File: config.mk
export PLATFORM = sky130hd
export DESIGN_NAME = probe_scorer
export DESIGN_NICKNAME = d
export VERILOG_FILES = /design/src/rtl/probe_pkg.sv /design/src/rtl/column_window.sv /design/src/rtl/probe_fire_bank.sv /design/src/rtl/template_counter.sv /design/src/rtl/probe_scorer.sv
export SDC_FILE = /design/constraint.sdc
export NUM_CORES = 1
export LEC_CHECK = 0
export BUFFER_PORTS_ARGS = -buffer_cell sky130_fd_sc_hd__buf_4
export CAP_MARGIN = 30
export CORE_AREA = 2 2 164 166
export CTS_CLUSTER_SIZE = 10
export DETAILED_ROUTE_END_ITERATION = 12
export DIE_AREA = 0 0 166 168
export PLACE_DENSITY = 0.8
export SLEW_MARGIN = 15
export SYNTH_ARGS = -nofsm -noshare
export SYNTH_HDL_FRONTEND = slang
export SYNTH_SLANG_ARGS = --single-unit
File: constraint.sdc
create_clock -name clk -period 4.1 [get_ports clk]
set_clock_uncertainty 0.05 [all_clocks]
set_input_delay 0.82 -clock clk [delete_from_list [all_inputs] [get_ports clk]]
set_output_delay 0.82 -clock clk [all_outputs]
set_load 0.01 [all_outputs]
File: src/rtl/probe_pkg.sv
package probe_pkg;

    // Pixel and word geometry
    localparam int PIX_W         = 12;
    localparam int WORD_W        = 32;
    localparam int LANE_W        = 16;
    localparam int PIX_PER_WORD  = WORD_W / LANE_W;

    // Window geometry
    localparam int WIN_ROWS      = 4;
    localparam int WIN_COLS      = 4;
    localparam int WORDS_PER_COL = (WIN_ROWS + PIX_PER_WORD - 1) / PIX_PER_WORD;

    // Probe set
    localparam int NUM_TPL    = 3;
    localparam int NUM_PROBES = 6;
    localparam int COORD_W    = 4;

    typedef struct packed {
        logic [COORD_W-1:0] ra;       // row of pixel A
        logic [COORD_W-1:0] ca;       // column of pixel A (0 = oldest)
        logic [COORD_W-1:0] rb;       // row of pixel B
        logic [COORD_W-1:0] cb;       // column of pixel B
        logic [NUM_TPL-1:0] members;  // bit t set: probe belongs to template t
    } probe_t;

    // Each unique probe listed once; sharing is expressed by the member mask.
    localparam probe_t PROBE_TABLE [NUM_PROBES] = '{
        '{ra: 4'd0, ca: 4'd0, rb: 4'd0, cb: 4'd3, members: 3'b011},
        '{ra: 4'd1, ca: 4'd1, rb: 4'd2, cb: 4'd1, members: 3'b001},
        '{ra: 4'd3, ca: 4'd0, rb: 4'd3, cb: 4'd2, members: 3'b111},
        '{ra: 4'd2, ca: 4'd3, rb: 4'd1, cb: 4'd0, members: 3'b010},
        '{ra: 4'd0, ca: 4'd2, rb: 4'd3, cb: 4'd3, members: 3'b100},
        '{ra: 4'd1, ca: 4'd3, rb: 4'd2, cb: 4'd2, members: 3'b101}
    };

    function automatic int tpl_size(input int t);
        int n;
        n = 0;
        for (int p = 0; p < NUM_PROBES; p++) begin
            if (PROBE_TABLE[p].members[t]) n++;
        end
        return n;
    endfunction

    function automatic int max_tpl_size();
        int m;
        m = 0;
        for (int t = 0; t < NUM_TPL; t++) begin
            if (tpl_size(t) > m) m = tpl_size(t);
        end
        return m;
    endfunction

    localparam int CNT_W = $clog2(max_tpl_size() + 1);

    typedef logic [PIX_W-1:0]                             pix_t;
    typedef logic [WIN_ROWS-1:0][PIX_W-1:0]               col_t;
    typedef logic [WIN_COLS-1:0][WIN_ROWS-1:0][PIX_W-1:0] win_t;

endpackage

File: src/rtl/column_window.sv
module column_window
    import probe_pkg::*;
(
    input  logic              clk,
    input  logic              rst,
    input  logic              in_valid,
    input  logic              in_row_start,
    input  logic [WORD_W-1:0] in_word,
    output win_t              win,
    output logic              win_vld
);

    localparam int IDX_W  = (WORDS_PER_COL > 1) ? $clog2(WORDS_PER_COL) : 1;
    localparam int CCNT_W = $clog2(WIN_COLS + 1);

    logic [IDX_W-1:0]  word_idx;
    logic [IDX_W-1:0]  eff_idx;
    logic [CCNT_W-1:0] col_cnt;
    logic [CCNT_W-1:0] cnt_base;
    logic [CCNT_W-1:0] cnt_next;
    col_t              col_buf;
    col_t              col_next;
    logic              col_done;

    // Pad bits of each lane carry no pixel data.
    logic unused_pad;
    assign unused_pad = ^{in_word[LANE_W-1:PIX_W], in_word[WORD_W-1:LANE_W+PIX_W]};

    always_comb begin
        eff_idx  = in_row_start ? '0 : word_idx;
        col_next = col_buf;
        for (int r = 0; r < WIN_ROWS; r++) begin
            if (int'(eff_idx) == r / PIX_PER_WORD) begin
                col_next[r] = in_word[(r % PIX_PER_WORD) * LANE_W +: PIX_W];
            end
        end
        col_done = in_valid && (int'(eff_idx) == WORDS_PER_COL - 1);
        cnt_base = in_row_start ? '0 : col_cnt;
        cnt_next = (int'(cnt_base) == WIN_COLS) ? cnt_base : cnt_base + 1'b1;
    end

    always_ff @(posedge clk) begin
        if (rst) begin
            word_idx <= '0;
            col_cnt  <= '0;
            col_buf  <= '0;
            win      <= '0;
            win_vld  <= 1'b0;
        end else begin
            win_vld <= 1'b0;
            if (in_valid) begin
                col_buf <= col_next;
                if (col_done) begin
                    word_idx <= '0;
                    col_cnt  <= cnt_next;
                    win_vld  <= (int'(cnt_next) == WIN_COLS);
                    for (int c = 0; c < WIN_COLS - 1; c++) begin
                        win[c] <= win[c+1];
                    end
                    win[WIN_COLS-1] <= col_next;
                end else begin
                    word_idx <= eff_idx + 1'b1;
                    col_cnt  <= cnt_base;
                end
            end
        end
    end

endmodule

File: src/rtl/probe_fire_bank.sv
module probe_fire_bank
    import probe_pkg::*;
(
    input  logic                  clk,
    input  logic                  rst,
    input  win_t                  win,
    input  logic                  win_vld,
    input  pix_t                  thr,
    output logic [NUM_PROBES-1:0] fire,
    output logic                  fire_vld
);

    logic signed [PIX_W:0]  thr_pos;
    logic signed [PIX_W:0]  thr_neg;
    logic [NUM_PROBES-1:0]  hit;

    assign thr_pos = $signed({1'b0, thr});
    assign thr_neg = -thr_pos;

    // One comparator pair per unique probe; templates share the result.
    for (genvar p = 0; p < NUM_PROBES; p++) begin : g_probe
        localparam int RA = int'(PROBE_TABLE[p].ra);
        localparam int CA = int'(PROBE_TABLE[p].ca);
        localparam int RB = int'(PROBE_TABLE[p].rb);
        localparam int CB = int'(PROBE_TABLE[p].cb);

        logic signed [PIX_W:0] diff;
        assign diff   = $signed({1'b0, win[CB][RB]}) - $signed({1'b0, win[CA][RA]});
        assign hit[p] = (diff > thr_pos) || (diff < thr_neg);
    end

    always_ff @(posedge clk) begin
        if (rst) begin
            fire     <= '0;
            fire_vld <= 1'b0;
        end else begin
            fire     <= hit;
            fire_vld <= win_vld;
        end
    end

endmodule

File: src/rtl/template_counter.sv
module template_counter
    import probe_pkg::*;
#(
    parameter int TPL = 0
) (
    input  logic                  clk,
    input  logic                  rst,
    input  logic [NUM_PROBES-1:0] fire,
    output logic [CNT_W-1:0]      count
);

    localparam int HALF = NUM_PROBES / 2;

    function automatic logic [NUM_PROBES-1:0] member_mask();
        logic [NUM_PROBES-1:0] m;
        for (int p = 0; p < NUM_PROBES; p++) begin
            m[p] = PROBE_TABLE[p].members[TPL];
        end
        return m;
    endfunction

    localparam logic [NUM_PROBES-1:0] MASK = member_mask();

    logic [NUM_PROBES-1:0] sel;
    logic [CNT_W-1:0]      lo_c, hi_c;
    logic [CNT_W-1:0]      lo_q, hi_q;

    assign sel = fire & MASK;

    // First tree level: two partial sums over the low and high probe halves.
    always_comb begin
        lo_c = '0;
        hi_c = '0;
        for (int p = 0; p < NUM_PROBES; p++) begin
            if (p < HALF) lo_c = lo_c + CNT_W'(sel[p]);
            else          hi_c = hi_c + CNT_W'(sel[p]);
        end
    end

    always_ff @(posedge clk) begin
        if (rst) begin
            lo_q  <= '0;
            hi_q  <= '0;
            count <= '0;
        end else begin
            lo_q  <= lo_c;
            hi_q  <= hi_c;
            count <= lo_q + hi_q;
        end
    end

endmodule

File: src/rtl/probe_scorer.sv
module probe_scorer
    import probe_pkg::*;
(
    input  logic                     clk,
    input  logic                     rst,
    input  logic                     in_valid,
    input  logic                     in_row_start,
    input  logic [WORD_W-1:0]        in_word,
    input  logic                     thr_we,
    input  logic [PIX_W-1:0]         thr_data,
    output logic                     out_valid,
    output logic [NUM_TPL*CNT_W-1:0] out_count
);

    win_t                  win;
    logic                  win_vld;
    pix_t                  thr_q;
    logic [NUM_PROBES-1:0] fire;
    logic                  fire_vld;
    logic                  sum_vld;

    always_ff @(posedge clk) begin
        if (rst) begin
            thr_q <= '0;
        end else if (thr_we) begin
            thr_q <= thr_data;
        end
    end

    column_window u_win (
        .clk          (clk),
        .rst          (rst),
        .in_valid     (in_valid),
        .in_row_start (in_row_start),
        .in_word      (in_word),
        .win          (win),
        .win_vld      (win_vld)
    );

    probe_fire_bank u_fire (
        .clk      (clk),
        .rst      (rst),
        .win      (win),
        .win_vld  (win_vld),
        .thr      (thr_q),
        .fire     (fire),
        .fire_vld (fire_vld)
    );

    for (genvar t = 0; t < NUM_TPL; t++) begin : g_tpl
        template_counter #(.TPL(t)) u_cnt (
            .clk   (clk),
            .rst   (rst),
            .fire  (fire),
            .count (out_count[t*CNT_W +: CNT_W])
        );
    end

    // Valid follows the two adder-tree register levels.
    always_ff @(posedge clk) begin
        if (rst) begin
            sum_vld   <= 1'b0;
            out_valid <= 1'b0;
        end else begin
            sum_vld   <= fire_vld;
            out_valid <= sum_vld;
        end
    end

endmodule

==> results of run 1 <==
==> through the flow <==
stage,instances,util [%]
after global routing,2293,63.5
after detailed placement,2257,60.3
after CTS,2292,63.4
after floorplan,1918,-
after global placement,2257,60.3
final,2293,63.5
==> worst min-delay path by stage <==
stage,start,to,slack [ps]
6_report,u_win.win[90],u_win.win[42],400
5_1_grt,u_win.win[90],u_win.win[42],410
2_1_floorplan,u_fire.fire[3],g_tpl[1].u_cnt.hi_q[0],360
4_1_cts,u_win.win[84],u_win.win[36],400
3_5_place_dp,u_fire.fire[3],g_tpl[1].u_cnt.hi_q[0],380
3_3_place_gp,u_fire.fire[3],g_tpl[1].u_cnt.hi_q[0],370
==> cell type report <==
type | instances | area share [%]
clock buffers | 33 | 4.61
flip-flops and latches | 249 | 29.8
well taps | 341 | 2.55
multi-input cells | 1475 | 56.5
inverters | 118 | 2.65
repair buffers | 75 | 3.67
clock inverters | 2 | 0.232
==> layer usage <==
| metal | routed length, um | global-route usage (%) |
|---|---|---|
| met5 | 0 | 0 |
| met1 | 17700 | 37.4 |
| met3 | 2680 | 3.46 |
| met4 | 1510 | 10.4 |
| met2 | 17300 | 44.4 |
==> cells by family (layout without fill, tap and decap cells) <==
group	after synthesis	count (layout)	share of synthesized area, %
AOI/OAI and AO/OA	468	468	18.1
and+or+nand+nor	696	696	19.7
muxes	16	16	1.09
buffers and inverters	194	228	4.82
DFF	249	249	32.9
adders and majority gates	237	237	19.9
xor gates and xnor gates	58	58	3.35
==> power breakdown <==
part / total, mW / leakage, nW / switching (mW) / internal, mW
sequential: 2.55 / 2.02 / 0.0593 / 2.49
combinational: 1.10 / 4.40 / 0.651 / 0.451
clock: 2.29 / 0.399 / 0.930 / 1.36
==> synthesized netlist by cell type, drive strengths merged (3+ instances only) <==
cell     instances  area (um^2)
o21bai           3         22.5
ha             230         2880
o31a            12          105
o211ai           9         67.6
a2111oi         10         87.6
or3              5         31.3
a21boi           3         22.5
o21ai           66          334
a221oi           3         26.3
and3             3         18.8
buf              4         16.3
fa               7          140
a211oi           5         37.5
nand3           13         65.1
nor4            14          100
a21oi          273         1370
nor2            89          334
o21a            21          158
nor2b           43          269
nand4           26          163
o311ai           3         26.3
o41ai            6         67.6
a31oi            9         62.6
dfxtp          249         4980
inv            118          443
xor2            12          105
nor3            24          120
a211o            3         26.3
o31ai           10         75.1
o22ai            5         37.5
nand2          449         1690
clkbuf          72          270
a21o            17          128
nand2b          20          125
mux2             4         45.0
mux2i           12          120
xnor2           46          403
==> sequential cells by signal, summed over array words and instances (netlist names) <==
signal             count
g_tpl.u_cnt.lo_q       6
sum_vld                1
u_fire.fire_vld        1
u_win.win            180
u_win.win_vld          1
u_win.word_idx         1
g_tpl.u_cnt.hi_q       4
u_win.col_cnt          3
u_fire.fire            6
g_tpl.u_cnt.count      9
out_valid              1
u_win.col_buf         24
thr_q                 12
==> layout by cell type (no fill, tap or decap), drive strengths merged, types with 12 or more instances in the layout <==
| cell | netlist | routed |
|---|---|---|
| nand2 | 449 | 449 |
| a21oi | 273 | 273 |
| dfxtp | 249 | 249 |
| ha | 230 | 230 |
| inv | 118 | 119 |
| nor2 | 89 | 89 |
| buf | 4 | 74 |
| o21ai | 66 | 66 |
| xnor2 | 46 | 46 |
| nor2b | 43 | 43 |
| clkbuf | 72 | 34 |
| nand4 | 26 | 26 |
| nor3 | 24 | 24 |
| o21a | 21 | 21 |
| nand2b | 20 | 20 |
| a21o | 17 | 17 |
| nor4 | 14 | 14 |
| nand3 | 13 | 13 |
| xor2 | 12 | 12 |
| o31a | 12 | 12 |
| mux2i | 12 | 12 |
==> critical path, cell delays in order (launching register included) <==
cell	delay (ps)
dfxtp_1	410
inv_1	70
ha_1	260
nor2b_1	140
o31a_1	270
nor4_1	350
o311ai_1	250
o41ai_2	300
xnor2_1	160
ha_1	330
nand4_1	130
nor4_1	290
o31ai_1	120
o211ai_1	120
mux2_2	370
o22ai_1	140
==> out/results.tsv, run 1 <==
stage	metric	value	unit
run_status	status	complete, no violations	
placed_design	dp.final_hpwl	28700	um
floorplanning	fp.dieH	168	um
critical_path	crit_start	u_win.win[157]	
detailed_routing	wire_per_inst	17.1	um
cts	cts_root_buffer	clkbuf_16	
synth	synth.avg_cell_area	7.90	um^2
sta	layout_min_cycle_time	3830	ps
sta	tns	0	ps
detailed_routing	drcViolationCount	0	
floorplanning	io_pins	59	
detailed_routing	num_vias	13400	
detailed_routing	ant_nets	0	
critical_path	r2r-start	u_win.win[157]	
cts	clk_path_buf_depth	3	
power	irDropWorstVdd	0.347	mV
sta	setup_viol	0	
sta	clock.fmax	0.261	GHz
sta	slew_headroom	53.2	%
floorplanning	initial_utilization	57.5	%
global_route	grt_pass1_wl	62500	um
sta	period_share	93.5	%
placed_design	placed_cell_area	15900	um^2
critical_path	reg2reg_slack	270	ps
floorplanning	dieArea	27900	um^2
critical_path	cp-start-kind	register	
run	cap_violations	0	
global_route	grt_pass1_vias	12700	
synth	synth_area	15100	um^2
sta	tightest_slew	702	ps
cts	cts_tree	built	
critical_path	worstPathMaxFanout	4	
synth	synth_cell_types	65	
cts	htree_levels	1	
critical_path	worstSetupEndpoint	u_fire.fire[5]	
synth	synth_ff_type	dfxtp_1	
critical_path	rr_worst_depth	15	
detailed_routing	drtIter0Drc	1093	
critical_path	arrival	4240	ps
synth	ys_warn_count	0	
sta	finalHoldViolations	0	
placed_design	port_buffers	50	
global_route	overflow	0	
placed_design	finalWeightedCongestion	0.926	
critical_path	reg2reg_to	u_fire.fire[5]	
synth	syn_inst	1918	
power	leakage	6.82	nW
cts	clock_sinks	249	
finish	n_fill_cell	2240	
cts	cts_buffers	29	
synth	synth_nets	2204	
synth	ys_seq_area_share	32.9	%
sta	drv_slew	0	
power	powerDensity	356	nW/um^2
global_route	grt_max_degree	151	
sta	fin_ws	266	ps
cts	post_cts_buffers	0	
worst_hold_path	hp-class	reg2reg	
cts	post_cts_resized	0	
cts	clk-insertion-delay-late	550	ps
critical_path	crit_type	reg2reg	
sta	rsz0062_at_grt	false	
synth	ys_ff_latch	249	
critical_path	cp-end-kind	register	
synth	synth_edf_count	0	
floorplanning	rows	60	
finish	drive_gt1_share	6.35	%
power	total_power	5.95	mW
finish	register_area	4980	um^2
detailed_routing	vias_per_cell	5.85	
cts	path_clk_slew	50	ps
placed_design	dp_slack	312	ps
floorplanning	core_area	26400	um^2
finish	fin_area	16700	um^2
global_route	antenna_found_initial	0	
finish	antennaDiodeCount	0	
detailed_routing	wl	39200	um
detailed_routing	firstDrtPassIters	6	
cts	cts_hold_buf	0	
critical_path	crit_required	4510	ps
sta	worst_hold_slack	396	ps
floorplanning	die_w	166	um
synth	async_reset_ff_share	0	%
worst_hold_path	min_path_cells	2	
global_route	grt_usage	27.4	%
finish	nets	2234	
finish	syn2layout_area_growth	10.4	%
finish	multi_input_area	9450	um^2
No activity file was read; power rests on OpenSTA's default activity.
==> inputs of run 2 (changes only) <==
- CELL_PAD_IN_SITES_DETAIL_PLACEMENT: not set -> 0
- CELL_PAD_IN_SITES_GLOBAL_PLACEMENT: not set -> 1
- CORE_AREA: 2 2 164 166 -> 2 2 183 185
- DIE_AREA: 0 0 166 168 -> 0 0 185 187
- PLACE_DENSITY: 0.8 -> 0.84
==> run 2 against run 1 <==
  * Register-to-register slack improved by 80 ps
  * Routed wire length increased by 5.0%
  * Largest cell class unchanged
  * Non-clock buffer count increased by 1
  * Sequential power about the same
  * Highest routed layer unchanged
  * Largest power group unchanged
  * Cell area increased by 1.3%
  * First-iteration DRC count decreased by 29%
==> out/results.tsv, run 2 (synthesis results as in run 1) <==
stage	metric	value	unit	change
cts	cts_hold_buf	0		unchanged
finish	largest-register	u_win.win		
global_route	overflow	0		unchanged
cts	cts_tree	built		
power	clkPwrFrac	39.9	%	+1.4 points
detailed_routing	drtIter0Drc	771		-29%
power	leakage	6.86	nW	+0.53%
finish	largestRegisters	u_win.win x180, u_win.col_buf x24, thr_q x12		
placed_design	port_buffers	50		unchanged
placed_design	placed_cell_area	16100	um^2	+1.1%
cts	htree_levels	1		unchanged
critical_path	reg2reg_slack	350	ps	+80 ps
global_route	grt_max_degree	181		+20%
finish	final_common_cell	nand2_1		
floorplanning	io_pins	59		unchanged
global_route	grt_usage	23.6	%	-3.7 points
floorplanning	core_area	32900	um^2	+25%
cts	cts_buffers	30		+3.4%
sta	setup_viol	0		unchanged
cts	cts_root_buffer	clkbuf_16		
sta	tns	0	ps	unchanged
worst_hold_path	hp-class	reg2reg		
critical_path	cp-start-kind	register		
detailed_routing	ant_nets	0		unchanged
cts	clock_sinks	249		unchanged
detailed_routing	firstDrtPassIters	5		-1
critical_path	rr_worst_depth	16		+1
run_status	status	complete, no violations		
power	p_sw_share	27.7	%	+0.061 points
worst_hold_path	holdPathEnd	u_win.win[37]		
detailed_routing	drcViolationCount	0		unchanged
critical_path	crit_type	reg2reg		
finish	final_cell_mix	nand2_1 (449), a21oi_1 (272), dfxtp_1 (249), ha_1 (230), inv_1 (116)		
global_route	grt_pass1_wl	65300	um	+4.5%
run	cap_violations	0		unchanged
detailed_routing	wl	41100	um	+5.0%
cts	clk_path_buf_depth	3		unchanged
sta	rsz0062_at_grt	false		
detailed_routing	num_vias	13200		-1.5%
cts	path_clk_slew	60	ps	about the same
power	irDropWorstVdd	0.259	mV	-25%
finish	fin_area	16900	um^2	+1.3%
critical_path	r2r-start	u_win.win[120]		
finish	largest_reg_flops	180		unchanged
finish	nets	2236		+0.090%
floorplanning	die_w	185	um	+11%
floorplanning	rows	67		+12%
floorplanning	initial_utilization	46.1	%	-11 points
floorplanning	dieArea	34600	um^2	+24%
floorplanning	fp.dieH	187	um	+11%
worst_hold_path	hp-start	u_win.win[85]		
power	total_power	6.07	mW	+2.0%
sta	clock.fmax	0.266	GHz	+2.2%
finish	n_fill_cell	3277		+46%
global_route	grt_pass1_vias	12300		-3.1%
finish	syn2layout_area_growth	11.8	%	
cts	post_cts_buffers	0		unchanged
sta	slew_headroom	37.3	%	-16 points
global_route	antenna_found_initial	0		unchanged
detailed_routing	wire_per_inst	17.1	um	about the same
finish	antennaDiodeCount	0		unchanged
power	netSwitchingPower	1.68	mW	+2.2%
critical_path	worstPathMaxFanout	4		unchanged
power	power_frac_comb	18.1	%	-0.4 points
cts	post_cts_resized	0		unchanged
cts	clk-insertion-delay-late	560	ps	about the same
worst_hold_path	min_path_cells	2		unchanged
power	powerDensity	358	nW/um^2	+0.73%
detailed_routing	vias_per_cell	5.48		-6.2%
placed_design	dp.final_hpwl	30600	um	+6.5%
power	p_seq_share	42.1	%	-0.8 points
critical_path	cp-end-kind	register		
sta	tightest_slew	934	ps	+232 ps
critical_path	reg2reg_to	u_fire.fire[5]		
critical_path	arrival	4160	ps	-80 ps
critical_path	crit_required	4510	ps	about the same
sta	layout_min_cycle_time	3750	ps	-80.8 ps
placed_design	finalWeightedCongestion	0.847		-8.5%
sta	period_share	91.6	%	-2.0 points
sta	drv_slew	0		unchanged
sta	finalHoldViolations	0		unchanged
power	p_int	4.39	mW	+1.9%
finish	drive_gt1_share	6.53	%	+0.17 points
==> run 2: cell types whose count changed in the layout (fill, tap and decap cells not counted) <==
cell and change:
clkinv_2 +2, clkbuf_16 +2, buf_16 -1, clkbuf_8 -1, inv_6 -1, nor4_2 +1
clkbuf_1 +6, buf_12 +2, nor4_1 -1
==> run 2: critical path, cell delays in order (launching register included) <==
cell,delay [ps]
dfxtp_1,340
inv_1,50
ha_1,230
fa_1,410
nor2b_1,180
o31a_1,200
o31a_1,190
o21ai_1,110
o21ai_1,220
a31oi_1,120
ha_1,340
nand4_1,150
nor4_1,300
o31ai_1,140
o211ai_1,120
mux2_2,360
o22ai_1,140
==> run 2: per-layer routing <==
layer  up-vias  track usage, %  share of wire, %
li1       6656               -                 -
met1      6203            34.2                49
met2       288            37.0                44
met3        61            2.67               4.4
met4         0            6.62               2.4
met5         -               0                 0
==> run 2: cell type report <==
cell class	count	area, um^2	share of cell area [%]
flip-flops and latches	249	4980	29.4
inverters	118	443	2.62
multi-input cells	1475	9450	55.8
well taps	448	561	3.31
repair buffers	76	627	3.70
clock inverters	3	40.0	0.236
clock buffers	40	830	4.90
==> run 2: worst max-delay path by stage <==
| stage | startpoint | to | slack [ps] | cells past startpoint |
|---|---|---|---|---|
| after floorplan | u_win.win[157] | u_fire.fire[5] | 870 | 15 |
| after global placement | u_win.win[157] | u_fire.fire[5] | 340 | 15 |
| after detailed placement | u_win.win[157] | u_fire.fire[5] | 300 | 15 |
| after CTS | u_win.win[157] | u_fire.fire[5] | 290 | 15 |
| after global routing | u_win.win[120] | u_fire.fire[5] | 70 | 16 |
| final | u_win.win[120] | u_fire.fire[5] | 350 | 16 |
==> run 2: through the flow <==
stage | std cells | util (%) | hold slack (ps) | setup slack [ps]
final | 2409 | 51.5 | 386 | 346
after global placement | 2366 | 48.9 | 380 | 339
after floorplan | 1918 | - | 364 | 871
after global routing | 2409 | 51.5 | 414 | 71.3
after detailed placement | 2366 | 48.9 | 387 | 302
after CTS | 2409 | 51.5 | 380 | 287
==> run 2: power by group through the flow <==
stage,Combinational [mW],Sequential [mW],Clock [mW]
floorplan,0.729,2.58,0
global placement,1.05,2.60,0
detailed placement,1.08,2.60,0
CTS,1.09,2.55,2.48
global route,1.23,2.56,2.58
finish,1.09,2.55,2.42
